==> src/rtl/tlseq_pkg.sv <==
package tlseq_pkg;

  typedef enum logic {
    SWEEP_UP   = 1'b0,
    SWEEP_DOWN = 1'b1
  } sweep_dir_e;

  // Levels above the table's top entry run at the top entry's rate.
  function automatic int clamp_level(input int lvl, input int top);
    return (lvl > top) ? top : lvl;
  endfunction

endpackage

==> src/rtl/tlseq_rate_div.sv <==
module tlseq_rate_div #(
  parameter int          NUM_LEVELS = 6,
  parameter int          LVL_W      = 3,
  parameter int unsigned PERIODS [NUM_LEVELS] = '{1, 12, 9, 6, 4, 2}
) (
  input  logic             clk,
  input  logic             rst_n,
  input  logic             active,
  input  logic             restart,
  input  logic [LVL_W-1:0] lvl,
  output logic             adv
);
  import tlseq_pkg::*;

  function automatic int unsigned peak_period();
    int unsigned m = 1;
    for (int i = 0; i < NUM_LEVELS; i++)
      if (PERIODS[i] > m) m = PERIODS[i];
    return m;
  endfunction

  localparam int unsigned PEAK  = peak_period();
  localparam int          CNT_W = (PEAK > 1) ? $clog2(PEAK) : 1;

  logic [CNT_W-1:0] tick_q;
  logic [31:0]      per_sel;
  logic             limit_hit;

  always_comb begin
    per_sel   = PERIODS[clamp_level(int'(lvl), NUM_LEVELS - 1)];
    limit_hit = (32'(tick_q) + 32'd1) >= per_sel;
    adv       = active && !restart && limit_hit;
  end

  always_ff @(posedge clk) begin
    if (!rst_n || !active || restart || limit_hit) tick_q <= '0;
    else                                           tick_q <= tick_q + 1'b1;
  end

  p_tick_bound_r5: assert property (@(posedge clk) disable iff (!rst_n)
    32'(tick_q) < PEAK);
  p_tick_restart_r8: assert property (@(posedge clk) disable iff (!rst_n)
    restart |=> tick_q == '0);
  p_tick_park_r7: assert property (@(posedge clk) disable iff (!rst_n)
    !active |=> tick_q == '0);

endmodule

==> src/rtl/tlseq_step_ctl.sv <==
module tlseq_step_ctl #(
  parameter int HALF = 4
) (
  input  logic                       clk,
  input  logic                       rst_n,
  input  logic                       active,
  input  logic                       restart,
  input  logic                       adv,
  output logic [$clog2(HALF+1)-1:0]  step
);
  localparam int SW = $clog2(HALF + 1);
  localparam logic [SW-1:0] LAST = SW'(HALF);

  logic [SW-1:0] step_q;
  logic          at_last;

  assign at_last = (step_q == LAST);
  assign step    = step_q;

  always_ff @(posedge clk) begin
    if (!rst_n || !active || restart) step_q <= '0;
    else if (adv)                     step_q <= at_last ? '0 : step_q + 1'b1;
  end

  p_step_range_r4: assert property (@(posedge clk) disable iff (!rst_n)
    step_q <= LAST);
  p_step_inc_r4: assert property (@(posedge clk) disable iff (!rst_n)
    (active && !restart && adv && !at_last) |=> step_q == $past(step_q) + 1'b1);
  p_step_wrap_r4: assert property (@(posedge clk) disable iff (!rst_n)
    (active && !restart && adv && at_last) |=> step_q == '0);
  p_step_hold_r5: assert property (@(posedge clk) disable iff (!rst_n)
    (active && !restart && !adv) |=> $stable(step_q));

endmodule

==> src/rtl/tlseq_led_map.sv <==
module tlseq_led_map #(
  parameter int HALF = 4
) (
  input  logic [$clog2(HALF+1)-1:0] step,
  input  tlseq_pkg::sweep_dir_e     dir,
  output logic [2*HALF-1:0]         leds
);
  import tlseq_pkg::*;

  // Bit k is lit when fewer than step lamps precede it from the centre.
  function automatic logic [HALF-1:0] centre_fill(input int n);
    logic [HALF-1:0] m = '0;
    for (int k = 0; k < HALF; k++) m[k] = (k < n);
    return m;
  endfunction

  function automatic logic [HALF-1:0] flip(input logic [HALF-1:0] v);
    logic [HALF-1:0] r;
    for (int k = 0; k < HALF; k++) r[k] = v[HALF-1-k];
    return r;
  endfunction

  logic [HALF-1:0] fill;

  always_comb begin
    fill = centre_fill(int'(step));
    leds = '0;
    if (dir == SWEEP_DOWN) leds[2*HALF-1:HALF] = fill;
    else                   leds[HALF-1:0]      = flip(fill);
  end

endmodule

==> src/rtl/tail_sweep_seq.sv <==
module tail_sweep_seq #(
  parameter int          NUM_LEVELS = 6,
  parameter int          HALF       = 4,
  parameter int          LVL_W      = 3,
  parameter int unsigned PERIODS [NUM_LEVELS] = '{1, 12, 9, 6, 4, 2}
) (
  input  logic             clk,
  input  logic             rst_n,
  input  logic [LVL_W-1:0] speed_lvl,
  input  logic             count_down,
  output logic [2*HALF-1:0] leds
);
  import tlseq_pkg::*;

  localparam int SW = $clog2(HALF + 1);

  sweep_dir_e    dir_q;
  sweep_dir_e    dir_in;
  logic          active;
  logic          restart;
  logic          adv;
  logic [SW-1:0] step;

  assign dir_in  = count_down ? SWEEP_DOWN : SWEEP_UP;
  assign active  = (speed_lvl != '0);
  assign restart = (dir_in != dir_q);

  always_ff @(posedge clk) begin
    if (!rst_n) dir_q <= SWEEP_UP;
    else        dir_q <= dir_in;
  end

  tlseq_rate_div #(
    .NUM_LEVELS(NUM_LEVELS), .LVL_W(LVL_W), .PERIODS(PERIODS)
  ) u_div (
    .clk(clk), .rst_n(rst_n), .active(active), .restart(restart),
    .lvl(speed_lvl), .adv(adv)
  );

  tlseq_step_ctl #(.HALF(HALF)) u_step (
    .clk(clk), .rst_n(rst_n), .active(active), .restart(restart),
    .adv(adv), .step(step)
  );

  tlseq_led_map #(.HALF(HALF)) u_map (
    .step(step), .dir(dir_q), .leds(leds)
  );

  p_dark_park_r7: assert property (@(posedge clk) disable iff (!rst_n)
    !active |=> leds == '0);
  p_switch_empty_r8: assert property (@(posedge clk) disable iff (!rst_n)
    restart |=> leds == '0);
  p_right_only_r2: assert property (@(posedge clk) disable iff (!rst_n)
    (dir_q == SWEEP_UP) |-> leds[2*HALF-1:HALF] == '0);
  p_left_only_r3: assert property (@(posedge clk) disable iff (!rst_n)
    (dir_q == SWEEP_DOWN) |-> leds[HALF-1:0] == '0);
  p_lamp_count_r4: assert property (@(posedge clk) disable iff (!rst_n)
    $countones(leds) == int'(step));

endmodule

==> config.mk <==
export PLATFORM = sky130hd
export DESIGN_NAME = tail_sweep_seq
export DESIGN_NICKNAME = d
export VERILOG_FILES = /design/src/rtl/tlseq_pkg.sv /design/src/rtl/tlseq_rate_div.sv /design/src/rtl/tlseq_step_ctl.sv /design/src/rtl/tlseq_led_map.sv /design/src/rtl/tail_sweep_seq.sv
export SDC_FILE = /design/constraint.sdc
export NUM_CORES = 1
export LEC_CHECK = 0
export ABC_AREA = 1
export BUFFER_PORTS_ARGS = -buffer_cell sky130_fd_sc_hd__buf_4
export CELL_PAD_IN_SITES_DETAIL_PLACEMENT = 2
export CELL_PAD_IN_SITES_GLOBAL_PLACEMENT = 2
export CORE_MARGIN = 4
export CORE_UTILIZATION = 28
export CTS_CLUSTER_DIAMETER = 40
export CTS_CLUSTER_SIZE = 12
export DETAILED_ROUTE_END_ITERATION = 6
export GPL_TIMING_DRIVEN = 0
export HOLD_SLACK_MARGIN = 0.06
export PLACE_DENSITY_LB_ADDON = 0.1
export SETUP_SLACK_MARGIN = 0.05
export SYNTH_ARGS = -nofsm -noshare
export SYNTH_HDL_FRONTEND = slang
export SYNTH_HIERARCHICAL = 1
export SYNTH_SLANG_ARGS = --single-unit
==> constraint.sdc <==
create_clock -name clk -period 4.05 [get_ports clk]
set_input_delay 0.2025 -clock clk [delete_from_list [all_inputs] [get_ports clk]]
set_output_delay 0.2025 -clock clk [all_outputs]
set_load 0.01 [all_outputs]
[Word-level counts from Yosys, hierarchy flattened]
Memories as Yosys holds them, arrays and structs flattened.
Index checks and enable logic that the tools add are counted.
Cells by class
  add/sub/neg operators: 3
  magnitude comparators: 7
  eq/ne operators: 2
  bitwise logic cells: 1
  muxes and demuxes: 7
  reduce and logical (&&, ||, !) cells: 9
Operator list (number)
  $mux W32: 2
  $ge A32 B32 Y1: 1
  $ge A32 B4 Y1 const B: 1
  $not A32 Y32: 1
  $mux W4: 2
  $lt A1 B3 Y1 const A: 2
  $lt A2 B3 Y1 const A: 2
  $mux W3: 2
  $add A4 B1 Y5 const B: 1
  $add A4 B1 Y4 const B: 1
  $add A3 B1 Y3 const B: 1
  $eq A3 B3 Y1 const B: 1
  $gt A3 B3 Y1 const B: 1
  $logic_not A1 Y1: 3
  $logic_or A1 B1 Y1: 3
  $reduce_bool A3 Y1: 1
  $logic_and A1 B1 Y1: 2
  $mux W1: 1
  $ne A1 B1 Y1: 1
Storage, ports and cells
  input port bits: 6
  memories: 1
  register bits after elaboration: 8
  logic and storage cells: 33
  bits in read-only memories: 256
  output and inout port bits: 8
Memory list
  (name not given): words 8, bits a word 32, read ports 1, clocked after memory_dff 0, wr ports 0, line tlseq_rate_div.sv:30  | per_sel = PERIODS[clamp_level(int'(lvl), NUM_LEVELS - 1)];

[Logic depth before layout (Yosys ltp)]
  word-level depth: 8
  gate-level depth with buffers: 13

[Cells and area by module]
Netlist, hierarchy kept.
By module, submodules not included
  tlseq_rate_div: area each 336.6 um^2, cells each 50, seq. area each 80.1 um^2, instances 1
  tlseq_step_ctl: area each 171.4 um^2, cells each 26, seq. area each 60.1 um^2, instances 1
  tail_sweep_seq: area each 57.6 um^2, cells each 11, seq. area each 20.0 um^2, instances 1
  tlseq_led_map: area each 56.3 um^2, cells each 14, seq. area each 0.0 um^2, instances 1

[Worst setup path after synthesis]
No wires, ideal clock.
  path type: reg2reg
  start point: reg u_div.tick_q[0]
  end point: reg u_step.step_q[2] (netlist: u_step/step[2])
  library setup time: 0.113 ns
  required time: 3.937 ns
  setup slack: 2.351 ns
  period minus slack after synthesis: 1.699 ns
  stages on the path, launching flop included: 11
  buffers on the path: 0
  arrival: 1.586 ns
  path through: dfxtp_1 > ha_1 > xor2_1 > ha_1 > nand2_1 > inv_1 > nand2_1 > a21oi_1 > nand2_1 > nor2_1 > nor2_1
On the way
  word-level cells in the longest chain between the ends: 3
RTL lines
  from (decl): line tlseq_rate_div.sv:25  | logic [CNT_W-1:0] tick_q;
  from (signal assigned): line tlseq_rate_div.sv:37  | else tick_q <= tick_q + 1'b1;
  $add A4 B1 Y5: line tlseq_rate_div.sv:31  | limit_hit = (32'(tick_q) + 32'd1) >= per_sel;
  $ge A32 B32 Y1: line tlseq_rate_div.sv:31
  $logic_and A1 B1 Y1: line tlseq_rate_div.sv:32  | adv = active && !restart && limit_hit;
  net adv: line tail_sweep_seq.sv:21  | logic adv;
  to (signal assigned): line tlseq_step_ctl.sv:22  | else if (adv) step_q <= at_last ? '0 : step_q + 1'b1;
  to (decl): line tlseq_step_ctl.sv:14  | logic [SW-1:0] step_q;
The timed path passes the listed nets, and every way through them passes these cells.
A chain may end at the register's enable or synchronous reset.

[Final worst setup path]
  start point: reg u_div.tick_q[0]
  end point: reg u_step.step_q[0] (netlist: u_step/step[0])
Same word-level chain as after synthesis.

==> tab_implementation.tex <==
\begin{tabular}{lr}
\hline
Metric & Value \\
\hline
\multicolumn{2}{l}{\textbf{Critical path}} \\
Worst reg2reg path depth & 10 \\
Critical path endpoint category & register \\
Required time at the worst-slack endpoint & 4.23 ns \\
Maximum fanout encountered on the critical timing path & 5 \\
Arrival time at the worst endpoint & 2.08 ns \\
Kind of start point of the critical path & register \\
Type of the setup path with the least slack & register to register \\
\multicolumn{2}{l}{\textbf{Clock network}} \\
Number of CTS-inserted buffers & 3 \\
Later-pin clock latency in the skew report & 0.26 ns \\
Post-CTS sizing & 0 \\
Number of levels in the clock H-tree & 1 \\
Clock root buffer master & sky130\_fd\_sc\_hd\_\_clkbuf\_4 \\
Clk slew on worst S/H paths & 0.06 ns \\
Hold Buf Count CTS & 0 \\
Number of buffers between clock root and the deepest sink & 2 \\
Number of buffers inserted by post-CTS setup repair & 0 \\
CTS tree & yes \\
Total clock sinks & 8 \\
\multicolumn{2}{l}{\textbf{STA}} \\
Fmax achieved & 524.6 MHz \\
Final number of setup-violating endpoints & 0 \\
Smallest hold slack & 0.1528 ns \\
Relative slew slack & 75.66\% \\
Fin worst setup slack & 2.144 ns \\
Max-slew violation count & 0 \\
Final-layout setup total negative slack & 0 ns \\
Transition time at the pin with the least slew margin & 0.3652 ns \\
Final Hold Vio Count & 0 \\
Worst clock skew & 0.01240 ns \\
Minimum period implied by the final worst setup slack & 1.906 ns \\
Share of the cycle needed by the critical path after routing & 47.06\% \\
Setup repair after global routing missed its margin & no \\
\multicolumn{2}{l}{\textbf{Synthesis}} \\
Yosys warning total & 6 \\
Total nets after synthesis & 115 \\
Largest cells by area after synthesis & sky130\_fd\_sc\_hd\_\_dfxtp\_1 26\%, sky130\_fd\_sc\_hd\_\_ha\_1 16\%, sky130\_fd\_sc\_hd\_\_nand2\_1 15\% \\
Fraction of synthesized cell area taken by the top area cell type & 25.75\% \\
Cell accounting for the most synthesized area & sky130\_fd\_sc\_hd\_\_dfxtp\_1 \\
Number of instances in the synthesized netlist & 101 \\
Count of cell types in the netlist & 14 \\
Flip-flop and latch count after synthesis & 8 \\
Syn avg cell area & 6.157 sq um \\
Summed instance area of the synthesized netlist & 621.8 sq um \\
Register area share after synthesis & 25.75\% \\
\multicolumn{2}{l}{\textbf{Place}} \\
Worst Setup Slack post-DPL & 2.013 ns \\
Placer's final routability congestion estimate & 0.6542 \\
Buffers added on ports & 13 \\
HPWL after DPL & 1.352 mm \\
\multicolumn{2}{l}{\textbf{Floorplan}} \\
Full die area & 3039 sq um \\
Number of rows created at floorplan & 16 \\
Top Ports & 14 \\
Initial Util & 30.45\% \\
Horizontal die dimension & 55.13 microns \\
Die Ht & 55.13 microns \\
Placeable core region & 2042 sq um \\
\multicolumn{2}{l}{\textbf{Global route}} \\
Final global-route overflow total & 0 \\
Total routing resource utilization after global routing & 12.13\% \\
Maximum number of pins on one net before global-route repair & 9 \\
Antenna violations before repair & 0 \\
Vias in the first global route & 580 \\
Wire length of the first global-routing pass & 2.546 mm \\
\multicolumn{2}{l}{\textbf{Route}} \\
Per-cell via count in the routed design & 4.313 \\
Total wirelength of the detailed-routed design & 1.539 mm \\
Number of vias after detailed routing & 621 \\
DR pass1 iterations & 2 \\
Initial DRC count & 5 \\
Post-route DRC violation count & 0 \\
Post-DRT Antenna Nets & 0 \\
Drt wl/cell & 10.69 microns \\
\multicolumn{2}{l}{\textbf{Cells and area}} \\
Area growth syn-to-layout & 24.75\% \\
Layout cells sized above 1 & 17.09\% \\
Layout net count & 133 \\
Antenna cells & 0 \\
Number of filler cells placed in the layout & 277 \\
\multicolumn{2}{l}{\textbf{Hold path}} \\
Hold Crit Class & input port to register \\
Min-Delay Path Depth & 3 \\
\multicolumn{2}{l}{\textbf{Power}} \\
PwrDens & 239.5 nW/um\^{}2 \\
Switching power & 0.00005467 W \\
Net switching share of the total power & 29.43\% \\
Relative contribution of the clock network to total power & 33.2\% \\
Worst vdd ir & 0.1608 mV \\
Part of the power in registers & 45.7\% \\
Combinational Power Share & 21.2\% \\
Leakage Power & 0.4392 nW \\
Internal power & 0.0001311 W \\
\multicolumn{2}{l}{\textbf{Run status}} \\
Outcome & complete, no violations \\
\multicolumn{2}{l}{\textbf{Run}} \\
Total of max-cap violations & 0 \\
\hline
\end{tabular}
==> placed cells by master, fill, tap and decap left out <==
master | synthesis | layout
sky130_fd_sc_hd__buf_4 | 0 | 13
sky130_fd_sc_hd__nand3_2 | 1 | 1
sky130_fd_sc_hd__o21a_1 | 1 | 1
sky130_fd_sc_hd__dfxtp_1 | 8 | 8
sky130_fd_sc_hd__xor2_1 | 2 | 2
sky130_fd_sc_hd__inv_1 | 24 | 24
sky130_fd_sc_hd__nand3_1 | 4 | 4
sky130_fd_sc_hd__ha_1 | 8 | 8
sky130_fd_sc_hd__clkbuf_4 | 0 | 3
sky130_fd_sc_hd__a21oi_1 | 6 | 6
sky130_fd_sc_hd__a21oi_2 | 1 | 1
sky130_fd_sc_hd__inv_2 | 1 | 1
sky130_fd_sc_hd__nor2_2 | 1 | 1
sky130_fd_sc_hd__nand2_1 | 25 | 25
sky130_fd_sc_hd__nor2_1 | 17 | 17
sky130_fd_sc_hd__o21ai_0 | 2 | 2
==> metrics by stage <==
step                area [sq um]  instances  util, %  total power, W
floorplan                  621.8        101        -       0.0001119
global placement           753.2        141    36.89       0.0001241
detailed placement         753.2        141    36.89       0.0001273
CTS                        775.7        144    37.99       0.0001913
global route               775.7        144    37.99       0.0002044
finish                     775.7        144    37.99       0.0001858
==> per-layer routing <==
layer	track usage [%]	routed length, microns
met5	0	0
met3	4.290	92
met1	13.85	727
met2	20.47	719
met4	4.858	0
==> final timing paths <==
check	startpoint	slack [ns]	end
worst max register to register	u_div/tick_q[0]	2.14	u_step/step[0]
worst min-delay path	count_down	0.15	dir_q
worst min register to register	u_div/tick_q[0]	0.49	u_div/tick_q[0]
worst max-delay path	u_div/tick_q[0]	2.14	u_step/step[0]
==> logic make-up (layout without fill, tap and decap cells) <==
logic type                 after synthesis  count (layout)  share of synthesized area, %
buffers and inverters                   25              41                         15.09
xor gates and xnor gates                 2               2                         2.817
AOI/OAI and AO/OA                       10              10                         9.055
DFF                                      8               8                         25.75
and+or+nand+nor                         48              48                         31.19
adders and majority gates                8               8                         16.10
==> layout make-up <==
class	instances	area, sq um	area share [%]
multi-input cells	68	367.9	47.42
flip-flops and latches	8	160.2	20.65
repair buffers	13	97.59	12.58
inverters	25	93.84	12.10
well taps	27	33.78	4.355
clock buffers	3	22.52	2.903
==> power groups by stage <==
stage / clock (W) / sequential [W] / combinational, W
6_report: 0.0000616 / 0.0000849 / 0.0000393
5_1_grt: 0.0000721 / 0.0000854 / 0.0000469
4_1_cts: 0.0000657 / 0.0000849 / 0.0000407
3_5_place_dp: 0 / 0.0000867 / 0.0000406
3_3_place_gp: 0 / 0.0000864 / 0.0000376
2_1_floorplan: 0 / 0.0000855 / 0.0000264
==> synthesized netlist by cell type, drive strengths merged <==
master	count
o21ai	2
dfxtp	8
a21oi	7
nand3	5
nor2	18
xor2	2
nand2	25
ha	8
o21a	1
inv	25
==> sequential cells by signal (all words and copies together), names as in the netlist <==
register,count
u_step/step,3
dir_q,1
u_div/tick_q,4
==> worst max-delay path, stage by stage (launching register included) <==
cell and delay, ns:
sky130_fd_sc_hd__dfxtp_1 0.39, sky130_fd_sc_hd__nand3_1 0.10, sky130_fd_sc_hd__xor2_1 0.18, sky130_fd_sc_hd__inv_1 0.08, sky130_fd_sc_hd__ha_1 0.30, sky130_fd_sc_hd__nand2_1 0.05
sky130_fd_sc_hd__inv_1 0.04, sky130_fd_sc_hd__nand2_1 0.08, sky130_fd_sc_hd__a21oi_1 0.32, sky130_fd_sc_hd__nand3_1 0.15, sky130_fd_sc_hd__a21oi_1 0.15
Power figures use the tool's default switching activity.
